### config.mk
export PLATFORM = sky130hd
export DESIGN_NAME = freq_lock_ctrl
export DESIGN_NICKNAME = d
export VERILOG_FILES = /design/src/rtl/freq_lock_pkg.sv /design/src/rtl/flk_ref_sync.sv /design/src/rtl/flk_fb_div.sv /design/src/rtl/flk_integ.sv /design/src/rtl/flk_dither.sv /design/src/rtl/freq_lock_ctrl.sv
export SDC_FILE = /design/constraint.sdc
export NUM_CORES = 1
export LEC_CHECK = 0
export ABC_CLOCK_PERIOD_IN_PS = 6650
export CORE_AREA = 2 2 81 83
export CTS_CLUSTER_DIAMETER = 30
export DETAILED_ROUTE_END_ITERATION = 16
export DIE_AREA = 0 0 83 85
export GPL_TIMING_DRIVEN = 1
export PLACE_DENSITY = 0.59
export SYNTH_ARGS = -nofsm -noshare
export SYNTH_HDL_FRONTEND = slang
export SYNTH_SLANG_ARGS = --single-unit
### constraint.sdc
create_clock -name clk_osc_i -period 6.65 [get_ports clk_osc_i]
set_input_delay 0.665 -clock clk_osc_i [delete_from_list [all_inputs] [get_ports clk_osc_i]]
set_output_delay 0.665 -clock clk_osc_i [all_outputs]
set_load 0.01 [all_outputs]
### src/rtl/freq_lock_pkg.sv
package freq_lock_pkg;
  localparam int unsigned FL_INT_W    = 10;
  localparam int unsigned FL_TAP_W    = 5;
  localparam int unsigned FL_TAP_TOP  = 28;
  localparam int unsigned FL_DSEL_W   = 2;
  localparam int unsigned FL_NMUL_W   = 7;
  localparam int unsigned FL_BAND_W   = 2;
  localparam int unsigned FL_SYNC     = 2;
  localparam int unsigned FL_INIT     = 512;

  typedef enum logic [1:0] {
    STEP_HOLD = 2'b00,
    STEP_DOWN = 2'b01,
    STEP_UP   = 2'b10,
    STEP_BOTH = 2'b11
  } step_e;
endpackage

### src/rtl/flk_ref_sync.sv
module flk_ref_sync #(
  parameter int unsigned STAGES = freq_lock_pkg::FL_SYNC
) (
  input  logic clk,
  input  logic rst_n,
  input  logic ref_i,
  output logic rise_o
);
  // chain[0..STAGES-1] resynchronise, chain[STAGES] is the edge-detect history
  logic [STAGES:0] chain;

  always_ff @(posedge clk or negedge rst_n) begin
    if (!rst_n) chain <= '0;
    else        chain <= {chain[STAGES-1:0], ref_i};
  end

  assign rise_o = chain[STAGES-1] & ~chain[STAGES];

  // a detected rise is a single-cycle pulse
  assert_single_pulse_R3: assert property (@(posedge clk) disable iff (!rst_n)
    rise_o |=> !rise_o);
endmodule

### src/rtl/flk_fb_div.sv
module flk_fb_div #(
  parameter int unsigned DSEL_W = freq_lock_pkg::FL_DSEL_W,
  parameter int unsigned NMUL_W = freq_lock_pkg::FL_NMUL_W
) (
  input  logic              clk,
  input  logic              rst_n,
  input  logic [DSEL_W-1:0] div_sel_i,
  input  logic [NMUL_W-1:0] mult_n_i,
  output logic              pre_tick_o,
  output logic              dn_o
);
  localparam int unsigned PRE_MAX = 1 << ((1 << DSEL_W) - 1);
  localparam int unsigned PRE_CW  = (PRE_MAX > 1) ? $clog2(PRE_MAX) : 1;

  logic [PRE_CW-1:0] pre_cnt, pre_lim;
  logic [NMUL_W-1:0] post_cnt;
  logic              post_tick;

  always_comb pre_lim = PRE_CW'((32'd1 << div_sel_i) - 32'd1);

  assign pre_tick_o = (pre_cnt >= pre_lim);
  assign post_tick  = (post_cnt >= mult_n_i);
  assign dn_o       = pre_tick_o & post_tick;

  always_ff @(posedge clk or negedge rst_n) begin
    if (!rst_n) begin
      pre_cnt  <= '0;
      post_cnt <= '0;
    end else begin
      pre_cnt <= pre_tick_o ? '0 : pre_cnt + 1'b1;
      if (pre_tick_o) post_cnt <= post_tick ? '0 : post_cnt + 1'b1;
    end
  end

  // pre-divider period is D: no back-to-back ticks unless D is 1
  assert_pre_gap_R2: assert property (@(posedge clk) disable iff (!rst_n)
    pre_tick_o |=> (!pre_tick_o || div_sel_i == '0));
  // down events are separated unless the total ratio is 1
  assert_dn_gap_R2: assert property (@(posedge clk) disable iff (!rst_n)
    dn_o |=> (!dn_o || (div_sel_i == '0 && mult_n_i == '0)));
endmodule

### src/rtl/flk_integ.sv
module flk_integ #(
  parameter int unsigned W    = freq_lock_pkg::FL_INT_W,
  parameter int unsigned INIT = freq_lock_pkg::FL_INIT
) (
  input  logic         clk,
  input  logic         rst_n,
  input  logic         up_i,
  input  logic         dn_i,
  output logic [W-1:0] val_o
);
  import freq_lock_pkg::*;
  localparam logic [W-1:0] TOP = '1;

  step_e step;
  assign step = step_e'({up_i, dn_i});

  always_ff @(posedge clk or negedge rst_n) begin
    if (!rst_n) val_o <= W'(INIT);
    else begin
      case (step)
        STEP_UP:   if (val_o != TOP) val_o <= val_o + 1'b1;
        STEP_DOWN: if (val_o != '0)  val_o <= val_o - 1'b1;
        default:   val_o <= val_o;
      endcase
    end
  end

  assert_no_overflow_R4: assert property (@(posedge clk) disable iff (!rst_n)
    (up_i && !dn_i && val_o == TOP) |=> val_o == TOP);
  assert_no_underflow_R4: assert property (@(posedge clk) disable iff (!rst_n)
    (dn_i && !up_i && val_o == '0) |=> val_o == '0);
  assert_cancel_R5: assert property (@(posedge clk) disable iff (!rst_n)
    (up_i && dn_i) |=> $stable(val_o));
  assert_up_step_R3: assert property (@(posedge clk) disable iff (!rst_n)
    (up_i && !dn_i && val_o != TOP) |=> val_o == W'($past(val_o) + 1'b1));
endmodule

### src/rtl/flk_dither.sv
module flk_dither #(
  parameter int unsigned FW = freq_lock_pkg::FL_INT_W - freq_lock_pkg::FL_TAP_W
) (
  input  logic          clk,
  input  logic          rst_n,
  input  logic [FW-1:0] frac_i,
  output logic          hi_o
);
  logic [FW-1:0] slot, slot_rev;

  always_ff @(posedge clk or negedge rst_n) begin
    if (!rst_n) slot <= '0;
    else        slot <= slot + 1'b1;
  end

  // reversing the slot index spreads the k chosen slots evenly over the frame
  for (genvar b = 0; b < FW; b++) begin : g_rev
    assign slot_rev[b] = slot[FW-1-b];
  end

  assign hi_o = (slot_rev < frac_i);

  // a zero fraction never selects the upper tap
  assert_zero_frac_R7: assert property (@(posedge clk) disable iff (!rst_n)
    (frac_i == '0) |-> !hi_o);
endmodule

### src/rtl/freq_lock_ctrl.sv
module freq_lock_ctrl #(
  parameter int unsigned INT_W   = freq_lock_pkg::FL_INT_W,
  parameter int unsigned TAP_W   = freq_lock_pkg::FL_TAP_W,
  parameter int unsigned TAP_TOP = freq_lock_pkg::FL_TAP_TOP,
  parameter int unsigned DSEL_W  = freq_lock_pkg::FL_DSEL_W,
  parameter int unsigned NMUL_W  = freq_lock_pkg::FL_NMUL_W,
  parameter int unsigned BAND_W  = freq_lock_pkg::FL_BAND_W,
  parameter int unsigned SYNC_N  = freq_lock_pkg::FL_SYNC,
  parameter int unsigned INIT    = freq_lock_pkg::FL_INIT
) (
  input  logic              clk_osc_i,
  input  logic              rst_ni,
  input  logic              ref_clk_i,
  input  logic [DSEL_W-1:0] div_sel_i,
  input  logic [NMUL_W-1:0] mult_n_i,
  input  logic              out_div_en_i,
  input  logic [BAND_W-1:0] range_sel_i,
  output logic [TAP_W-1:0]  tap_o,
  output logic [TAP_W-1:0]  mod_tap_o,
  output logic [INT_W-1:0]  integ_o,
  output logic              out_en_o,
  output logic [BAND_W-1:0] band_o
);
  localparam int unsigned FRAC_W = INT_W - TAP_W;
  localparam logic [TAP_W-1:0] TOP_TAP = TAP_W'(TAP_TOP);

  logic up_ev, dn_ev, pre_tick, hi_slot;
  logic [TAP_W-1:0]  coarse;
  logic [FRAC_W-1:0] frac;

  flk_ref_sync #(.STAGES(SYNC_N)) u_sync (
    .clk(clk_osc_i), .rst_n(rst_ni), .ref_i(ref_clk_i), .rise_o(up_ev));

  flk_fb_div #(.DSEL_W(DSEL_W), .NMUL_W(NMUL_W)) u_div (
    .clk(clk_osc_i), .rst_n(rst_ni), .div_sel_i(div_sel_i),
    .mult_n_i(mult_n_i), .pre_tick_o(pre_tick), .dn_o(dn_ev));

  flk_integ #(.W(INT_W), .INIT(INIT)) u_integ (
    .clk(clk_osc_i), .rst_n(rst_ni), .up_i(up_ev), .dn_i(dn_ev),
    .val_o(integ_o));

  assign coarse = integ_o[INT_W-1 -: TAP_W];
  assign frac   = integ_o[FRAC_W-1:0];

  flk_dither #(.FW(FRAC_W)) u_dith (
    .clk(clk_osc_i), .rst_n(rst_ni), .frac_i(frac), .hi_o(hi_slot));

  assign tap_o     = (coarse > TOP_TAP) ? TOP_TAP : coarse;
  assign mod_tap_o = (hi_slot && tap_o != TOP_TAP) ? tap_o + 1'b1 : tap_o;
  assign out_en_o  = out_div_en_i | pre_tick;

  always_ff @(posedge clk_osc_i or negedge rst_ni) begin
    if (!rst_ni) band_o <= '0;
    else         band_o <= range_sel_i;
  end

  assert_tap_range_R6: assert property (@(posedge clk_osc_i) disable iff (!rst_ni)
    tap_o <= TOP_TAP);
  assert_mod_adjacent_R7: assert property (@(posedge clk_osc_i) disable iff (!rst_ni)
    (mod_tap_o == tap_o) || (mod_tap_o == tap_o + 1'b1 && tap_o != TOP_TAP));
  assert_band_follow_R10: assert property (@(posedge clk_osc_i) disable iff (!rst_ni)
    1'b1 |=> band_o == $past(range_sel_i));
endmodule

==> impl_results.md, run 1 <==
- Number of clock buffers inserted by TritonCTS: 5
- Cell variety after synth: 40
- Post-synthesis sequential area ratio: between 30% and 40%
- Post-synthesis area per instance: about 9.3 µm²
- Final sum of negative setup slack: 0 ps
- Peak fanout along the critical path: 11
- Number of cell rows: 29
- Initial Utilization: 33.6%
- Post-synthesis async set-or-reset flop share: 100%
- Overflow left after global routing: 0
- Post-Syn Instances: ~220
- Kind of cell with the highest combined delay on the critical path: compound AO/OA/AOI/OAI gates
- Number of hold buffers added after CTS: 0
- Total Nets Final: 307
- Count of endpoints failing setup in the final report: 0
- P per Cell Area: around 420 mW/mm²
- RD Place Congestion: 0.850
- Worst-case clock buffer depth: 2
- Most Frequent Cell on Critical Path: sky130_fd_sc_hd__ha_1
- Clock transition at the register clock pins on the worst setup and hold paths after CTS: 60 ps
- Wire length after detailed routing: about 4300 µm
- Element type at the critical path end: flip-flop
- Share of the clock period used by the worst path after layout: between 60% and 70%
- Layout cells sized above 1: roughly 7%
- Register Area: 752 µm²
- Root Buffer: sky130_fd_sc_hd__clkbuf_8
- Number of clock sinks seen by CTS: 30
- Hold WC Path Type: reg2reg
- Area of the placeable core: about 0.0062 mm²
- Data required time at the worst endpoint: 6860 ps
- Worst hold margin: around 350 ps
- Critical path class: in2reg
- Kind of start point of the critical path: input pin
- Power after layout: 1090 µW
- Setup Slack @ Placement: 1950 ps
- Num ports: 38
- Hold Fails Final Rpt: 0
- Flip-flop and latch count after synthesis: 30
- Setup fix buffers added after clock tree synthesis: 0
- Combined buffer and inverter count along the critical path: 2
- Antenna violations before repair: 0
- Share of Yosys cell area claimed by the top area cell type: a little over a third
- Initial DRT Pass Iterations: 4
- Cell types occupying the most area after synthesis: sky130_fd_sc_hd__dfrtp_1 35%, sky130_fd_sc_hd__ha_1 17%, sky130_fd_sc_hd__a21o_1 4.3%
- IR Drop Worst-Case VDD: 0.000151 V
- Post-cts repair resize count: 0
- Via count of the first global-routing pass: between 1500 and 2000
- Data arrival time of the critical path: 4580 ps
- Maximum number of pins on one net before global-route repair: 31
- Final max-slew violation count: 0
- Actual slew at the worst max-slew pin: between 800 and 900 ps
- Most instantiated flip-flop cell in the synthesis netlist: sky130_fd_sc_hd__dfrtp_1
- Count of warnings emitted by yosys: 0
- Via density: about 5
- Setup repair after global routing missed its margin: false
- Slowest stage cell, crit path: sky130_fd_sc_hd__o211ai_1
- Headroom to the max-slew limit: 44.9%
- Overall die width: between 80 and 90 µm
- Largest stage delay, worst path: about 590 ps
- Cell area after synthesis: 0.00208 mm²
- Cell depth of the worst flop-to-flop path: 16
- Outcome: finished clean
- Area growth from synthesis to layout: 25.4%
- Via count: 1701
- Syn Nets: ~270
- Die height: 85 µm
- Total area of multi-input combinational cells: roughly 0.0012 mm²
- Max-cap violations: 0
- Overall track demand over capacity in global routing: a little over an eighth
- Post-layout worst setup margin: 2280 ps
- Depth of the CTS H-tree: 2
- Highest attainable clock frequency: around 230 MHz
- Lkg Pwr: between 0.001 and 0.0015 µW
- Post-DP HPWL: approximately 3200 µm
- Clock tree from TritonCTS: done
- Wire length of the first global-routing pass: approximately 7600 µm
- Number of nets with antenna violations after routing: 0
- Top cell type by total area after synthesis: sky130_fd_sc_hd__dfrtp_1
- Layout Skew: approximately 3.7 ps
- Number of instances on the worst hold path: 0
- Period minus WS final: roughly 4400 ps
- Post-synth EDFFs: 0
- N_diodes: 0
- Die area: a little over 0.007 mm²
- Clock latency of the later-clocked register in the worst-skew pair: between 200 and 300 ps
- Critical path depth in cells: 16
- Number of port buffers: 37
- DR iter-0 viols: 44
- Number of inserted filler cells in the final layout: between 600 and 700
- Number of remaining DRC errors: 0
- Series of cell instances along the critical path: clkdlybuf4s50_1, ha_1, nand2b_1, a21o_1, a21oi_1, o211ai_1, nand2_1, inv_1, ha_1, ha_1, a21oi_2, nor2b_1, or3_1, or4_1, a41o_1, xnor2_1
- Wire per inst: around 13 µm
cells in the final DEF (no fill, tap or decap), types with 3 or more instances in the layout:
cell type / count
sky130_fd_sc_hd__nand2b_1: 5
sky130_fd_sc_hd__o21ai_0: 12
sky130_fd_sc_hd__xnor2_1: 7
sky130_fd_sc_hd__inv_1: 21
sky130_fd_sc_hd__clkdlybuf4s50_1: 37
sky130_fd_sc_hd__nand4_1: 4
sky130_fd_sc_hd__clkbuf_8: 5
sky130_fd_sc_hd__nor4b_1: 3
sky130_fd_sc_hd__nand3_1: 9
sky130_fd_sc_hd__nand2_1: 19
sky130_fd_sc_hd__xor2_1: 8
sky130_fd_sc_hd__ha_1: 29
sky130_fd_sc_hd__nor2_1: 8
sky130_fd_sc_hd__dfrtp_1: 29
sky130_fd_sc_hd__a21oi_1: 10
sky130_fd_sc_hd__nor3_1: 6
sky130_fd_sc_hd__a21o_1: 12
area by class of cell:
type                            instances  share of cell area, %
Tap cell                               77                   3.69
Clock buffer                            5                   2.63
Multi-Input combinational cell        165                   46.8
Inverter                               21                   3.02
Clock inverter                          2                  0.383
Sequential cell                        30                   28.8
Timing Repair Buffer                   39                   14.7
state kept, by name, indices dropped and copies added, names as in the netlist:
register,flops
band_o,2
u_dith.slot,5
u_div.post_cnt,7
u_div.pre_cnt,3
u_integ.val_o,10
u_sync.chain,3
cell families (layout without fill, tap and decap cells):
group | after synthesis | after routing | share of synthesized area, %
xor+xnor | 15 | 15 | 6.30
buf+inv | 29 | 67 | 5.28
fa+ha+maj | 30 | 30 | 18.4
mux | 2 | 2 | 1.08
compound gates | 51 | 51 | 16.3
flops | 30 | 30 | 36.1
simple gates | 67 | 67 | 16.6
cell usage after synthesis, types with 2 or more instances:
cell                        n
sky130_fd_sc_hd__a211oi_1   2
sky130_fd_sc_hd__a21o_1    12
sky130_fd_sc_hd__a21oi_1   10
sky130_fd_sc_hd__a21oi_2    2
sky130_fd_sc_hd__a31oi_1    2
sky130_fd_sc_hd__and3_1     2
sky130_fd_sc_hd__clkbuf_1   7
sky130_fd_sc_hd__dfrtp_1   29
sky130_fd_sc_hd__ha_1      29
sky130_fd_sc_hd__inv_1     21
sky130_fd_sc_hd__mux2_2     2
sky130_fd_sc_hd__nand2_1   19
sky130_fd_sc_hd__nand2b_1   5
sky130_fd_sc_hd__nand3_1    9
sky130_fd_sc_hd__nand4_1    4
sky130_fd_sc_hd__nor2_1     8
sky130_fd_sc_hd__nor2b_1    2
sky130_fd_sc_hd__nor3_1     6
sky130_fd_sc_hd__nor4_1     2
sky130_fd_sc_hd__nor4b_1    3
sky130_fd_sc_hd__o211ai_1   2
sky130_fd_sc_hd__o21a_1     2
sky130_fd_sc_hd__o21ai_0   12
sky130_fd_sc_hd__o31ai_1    2
sky130_fd_sc_hd__or3_1      2
sky130_fd_sc_hd__xnor2_1    7
sky130_fd_sc_hd__xor2_1     8
power breakdown:
group | internal [µW] | total [µW] | switching (µW)
sequential | 239 | 329 | 89.7
combinational | 313 | 625 | 311
clock | 70.0 | 137 | 67.0
per-layer routing:
metal	up-vias	track usage, %	wire [µm]
li1	862	-	-
met1	804	17.2	2090
met2	30	20.7	1940
met3	5	3.21	177
met4	0	4.92	73
met5	-	0	0
through the flow:
step / utilization, % / std cells / area [µm²]
finish: 42.1 / 339 / 2610
global route: 42.1 / 339 / 2610
CTS: 42.1 / 339 / 2610
detailed placement: 40.9 / 332 / 2530
global placement: 40.9 / 332 / 2530
floorplan: - / 224 / 2080
worst paths after layout:
path | to | slack, ps | startpoint
max in group asynchronous | u_integ.val_o[9] | 5550 | rst_ni
max | u_integ.val_o[9] | 2280 | mult_n_i[0]
min | u_sync.chain[1] | 350 | u_sync.chain[0]
min in group asynchronous | band_o[0] | 780 | rst_ni
min reg2reg | u_sync.chain[1] | 350 | u_sync.chain[0]
max reg2reg | u_integ.val_o[9] | 2600 | u_div.post_cnt[0]
No activity file was read; power rests on OpenSTA's default activity.
==> run 2: changes to the inputs <==
--- a/config.mk
+++ b/config.mk
@@ -5,13 +5,13 @@
 export SDC_FILE = /design/constraint.sdc
 export NUM_CORES = 1
 export LEC_CHECK = 0
-export ABC_CLOCK_PERIOD_IN_PS = 6650
+export ABC_CLOCK_PERIOD_IN_PS = 3900
 export CORE_AREA = 2 2 81 83
 export CTS_CLUSTER_DIAMETER = 30
 export DETAILED_ROUTE_END_ITERATION = 16
 export DIE_AREA = 0 0 83 85
 export GPL_TIMING_DRIVEN = 1
-export PLACE_DENSITY = 0.59
+export PLACE_DENSITY = 0.61
 export SYNTH_ARGS = -nofsm -noshare
 export SYNTH_HDL_FRONTEND = slang
 export SYNTH_SLANG_ARGS = --single-unit
==> constraint.sdc (replaced) <==
create_clock -name clk_osc_i -period 3.9 [get_ports clk_osc_i]
set_input_delay 0.39 -clock clk_osc_i [delete_from_list [all_inputs] [get_ports clk_osc_i]]
set_output_delay 0.39 -clock clk_osc_i [all_outputs]
set_load 0.01 [all_outputs]
==> run 2 against run 1 <==
Effect of this change:
- die area did not move
- total power rose by 84%
- clock skew shrank 1.9 ps
- critical path type unchanged
- critical endpoint unchanged
- largest cell class unchanged
==> impl_results.md, run 2 (synthesized netlist as in run 1, its figures left out) <==
- Cell depth of the worst flop-to-flop path: 16
- Clock tree from TritonCTS: done
- DR iter-0 viols: 47
- Placed Cells: roughly 350
- Number of port buffers: 37
- Final max-slew violation count: 0
- Regs by FF count: u_integ.val_o (10), u_div.post_cnt (7), u_dith.slot (5)
- Count of endpoints failing setup in the final report: 0
- Total Nets Final: roughly 330
- Kind of start point of the critical path: input pin
- Wire length of the first global-routing pass: approximately 7900 µm
- Lkg Pwr: 0.00136 µW
- Area growth from synthesis to layout: 32.7%
- Depth of the CTS H-tree: 2
- Largest stage delay, worst path: roughly 420 ps
- Initial DRT Pass Iterations: 6
- Number of instances on the worst hold path: 0
- P per Cell Area: between 700 and 800 mW/mm²
- IR Drop Worst-Case VDD: ~0.00034 V
- Largest register FFs: 10
- Routing usage on met1: 17.5%
- Area of the placeable core: approximately 0.0062 mm²
- Worst-case clock buffer depth: 2
- Antenna violations before repair: 0
- Outcome: finished clean
- Die area: between 0.007 and 0.008 mm²
- Clock latency of the later-clocked register in the worst-skew pair: 270 ps
- Number of clock sinks seen by CTS: 30
- Register-to-register setup slack: 390 ps
- Number of hold buffers added after CTS: 0
- Via count: between 1500 and 2000
- Series of cell instances along the critical path: clkdlybuf4s50_1, or2_2, ha_1, nand2b_1, a21o_1, a21o_1, nand2_1, inv_1, ha_2, ha_1, a21oi_2, nor2b_1, or3_1, or4_1, a41o_1, xnor2_1
- Actual slew at the worst max-slew pin: between 1000 and 1500 ps
- Setup fix buffers added after clock tree synthesis: 0
- M3 GR Usage: between 3 and 4%
- Maximum number of pins on one net before global-route repair: 31
- Register ranked first by flip-flop count: u_integ.val_o
- Post-DP HPWL: ~3400 µm
- Hold WC Path Type: reg2reg
- Kind of cell with the highest combined delay on the critical path: simple AND/OR/NAND/NOR gates
- Post-cts repair resize count: 0
- Overall die width: roughly 83 µm
- Overflow left after global routing: 0
- Wire length after detailed routing: approximately 4500 µm
- Share of the clock period used by the worst path after layout: 95.6%
- Final sum of negative setup slack: 0 ps
- Max-cap violations: 0
- Layout cells sized above 1: a little over an eighth
- Number of clock buffers inserted by TritonCTS: 5
- Number of nets with antenna violations after routing: 0
- Global route hottest layer: met2
- Via count of the first global-routing pass: 1765
- Leading cell types in the layout, fill and taps excluded: 37 x sky130_fd_sc_hd__clkdlybuf4s50_1, 29 x sky130_fd_sc_hd__dfrtp_1, 28 x sky130_fd_sc_hd__ha_1
- RD Place Congestion: about 0.87
- Highest attainable clock frequency: around 270 MHz
- Hold Fails Final Rpt: 0
- Element type at the critical path end: flip-flop
- Number of cell rows: 29
- Die height: approximately 85 µm
- Setup repair after global routing missed its margin: false
- Via density: approximately 4.9
- Critical path depth in cells: 16
- N_diodes: 0
- Critical path class: in2reg
- Number of remaining DRC errors: 0
- Leading cell type in the layout, fill and taps excluded: sky130_fd_sc_hd__clkdlybuf4s50_1
- Count of placed standard cells in the final layout, fillers left out: 357
- Peak fanout along the critical path: 6
- Initial Utilization: between 30 and 40%
- Headroom to the max-slew limit: about a quarter
- Clock transition at the register clock pins on the worst setup and hold paths after CTS: 60 ps
- Wire per inst: ~13 µm
- Combined buffer and inverter count along the critical path: 2
- Num ports: 38
- Root Buffer: sky130_fd_sc_hd__clkbuf_8
- Layout Skew: between 1.5 and 2 ps
- Overall track demand over capacity in global routing: a little over an eighth
- Slowest stage cell, crit path: sky130_fd_sc_hd__clkdlybuf4s50_1
- Routing usage on met2: a little over a fifth
- Data arrival time of the critical path: between 3000 and 4000 ps
- Period minus WS final: approximately 3700 ps
- Data required time at the worst endpoint: about 4000 ps
[run 2: final timing paths]
| kind | to | from |
|---|---|---|
| max in group asynchronous | u_integ.val_o[9] | rst_ni |
| min in group asynchronous | u_sync.chain[0] | rst_ni |
| worst max register to register | u_integ.val_o[9] | u_div.post_cnt[0] |
| worst min register to register | u_sync.chain[1] | u_sync.chain[0] |
| worst max-delay path | u_integ.val_o[9] | div_sel_i[1] |
| worst min-delay path | u_sync.chain[1] | u_sync.chain[0] |
[run 2: per-layer routing]
metal | share of wire, % | vias up
li1 | - | 899
met1 | 51 | 810
met4 | 2.0 | 0
met5 | 0 | -
met3 | 3.1 | 8
met2 | 44 | 28
[run 2: report_power, final]
group	total, µW	leakage [µW]	switching (µW)	internal [µW]
registers	559	0.000368	152	408
logic	1210	0.000954	562	646
clock network	242	0.0000431	106	136
total	2010	0.00136	820	1190
[run 2: layout make-up]
class | instances | area [µm²]
tap | 77 | 96.3
inverter | 21 | 78.8
multi-input combinational | 165 | 1230
fill | 609 | 3440
timing repair buffer | 58 | 528
clock buffer | 6 | 82.6
sequential | 30 | 752
[run 2: worst reg2reg max path, stage by stage (launching register included)]
cell,delay (ps)
sky130_fd_sc_hd__dfrtp_1,390
sky130_fd_sc_hd__inv_1,80
sky130_fd_sc_hd__ha_1,260
sky130_fd_sc_hd__nand2b_1,140
sky130_fd_sc_hd__a21o_1,170
sky130_fd_sc_hd__a21oi_1,140
sky130_fd_sc_hd__o211ai_1,170
sky130_fd_sc_hd__nand2_1,130
sky130_fd_sc_hd__inv_1,50
sky130_fd_sc_hd__ha_2,220
sky130_fd_sc_hd__ha_1,330
sky130_fd_sc_hd__a21oi_2,140
sky130_fd_sc_hd__nor2b_1,60
sky130_fd_sc_hd__or3_1,380
sky130_fd_sc_hd__or4_1,410
sky130_fd_sc_hd__a41o_1,230
sky130_fd_sc_hd__xnor2_1,130
[run 2: per-stage QoR]
stage | hold WS, ps | utilization (%) | area, µm² | power, µW | setup WS, ps
2_1_floorplan | 94.4 | - | 2080 | 1240 | 268
3_3_place_gp | 342 | 43.2 | 2680 | 1760 | -77.6
3_5_place_dp | 353 | 43.2 | 2680 | 1770 | -160
4_1_cts | 367 | 44.5 | 2760 | 2030 | 117
5_1_grt | 375 | 44.6 | 2770 | 2200 | 32.3
6_report | 363 | 44.6 | 2770 | 2010 | 173
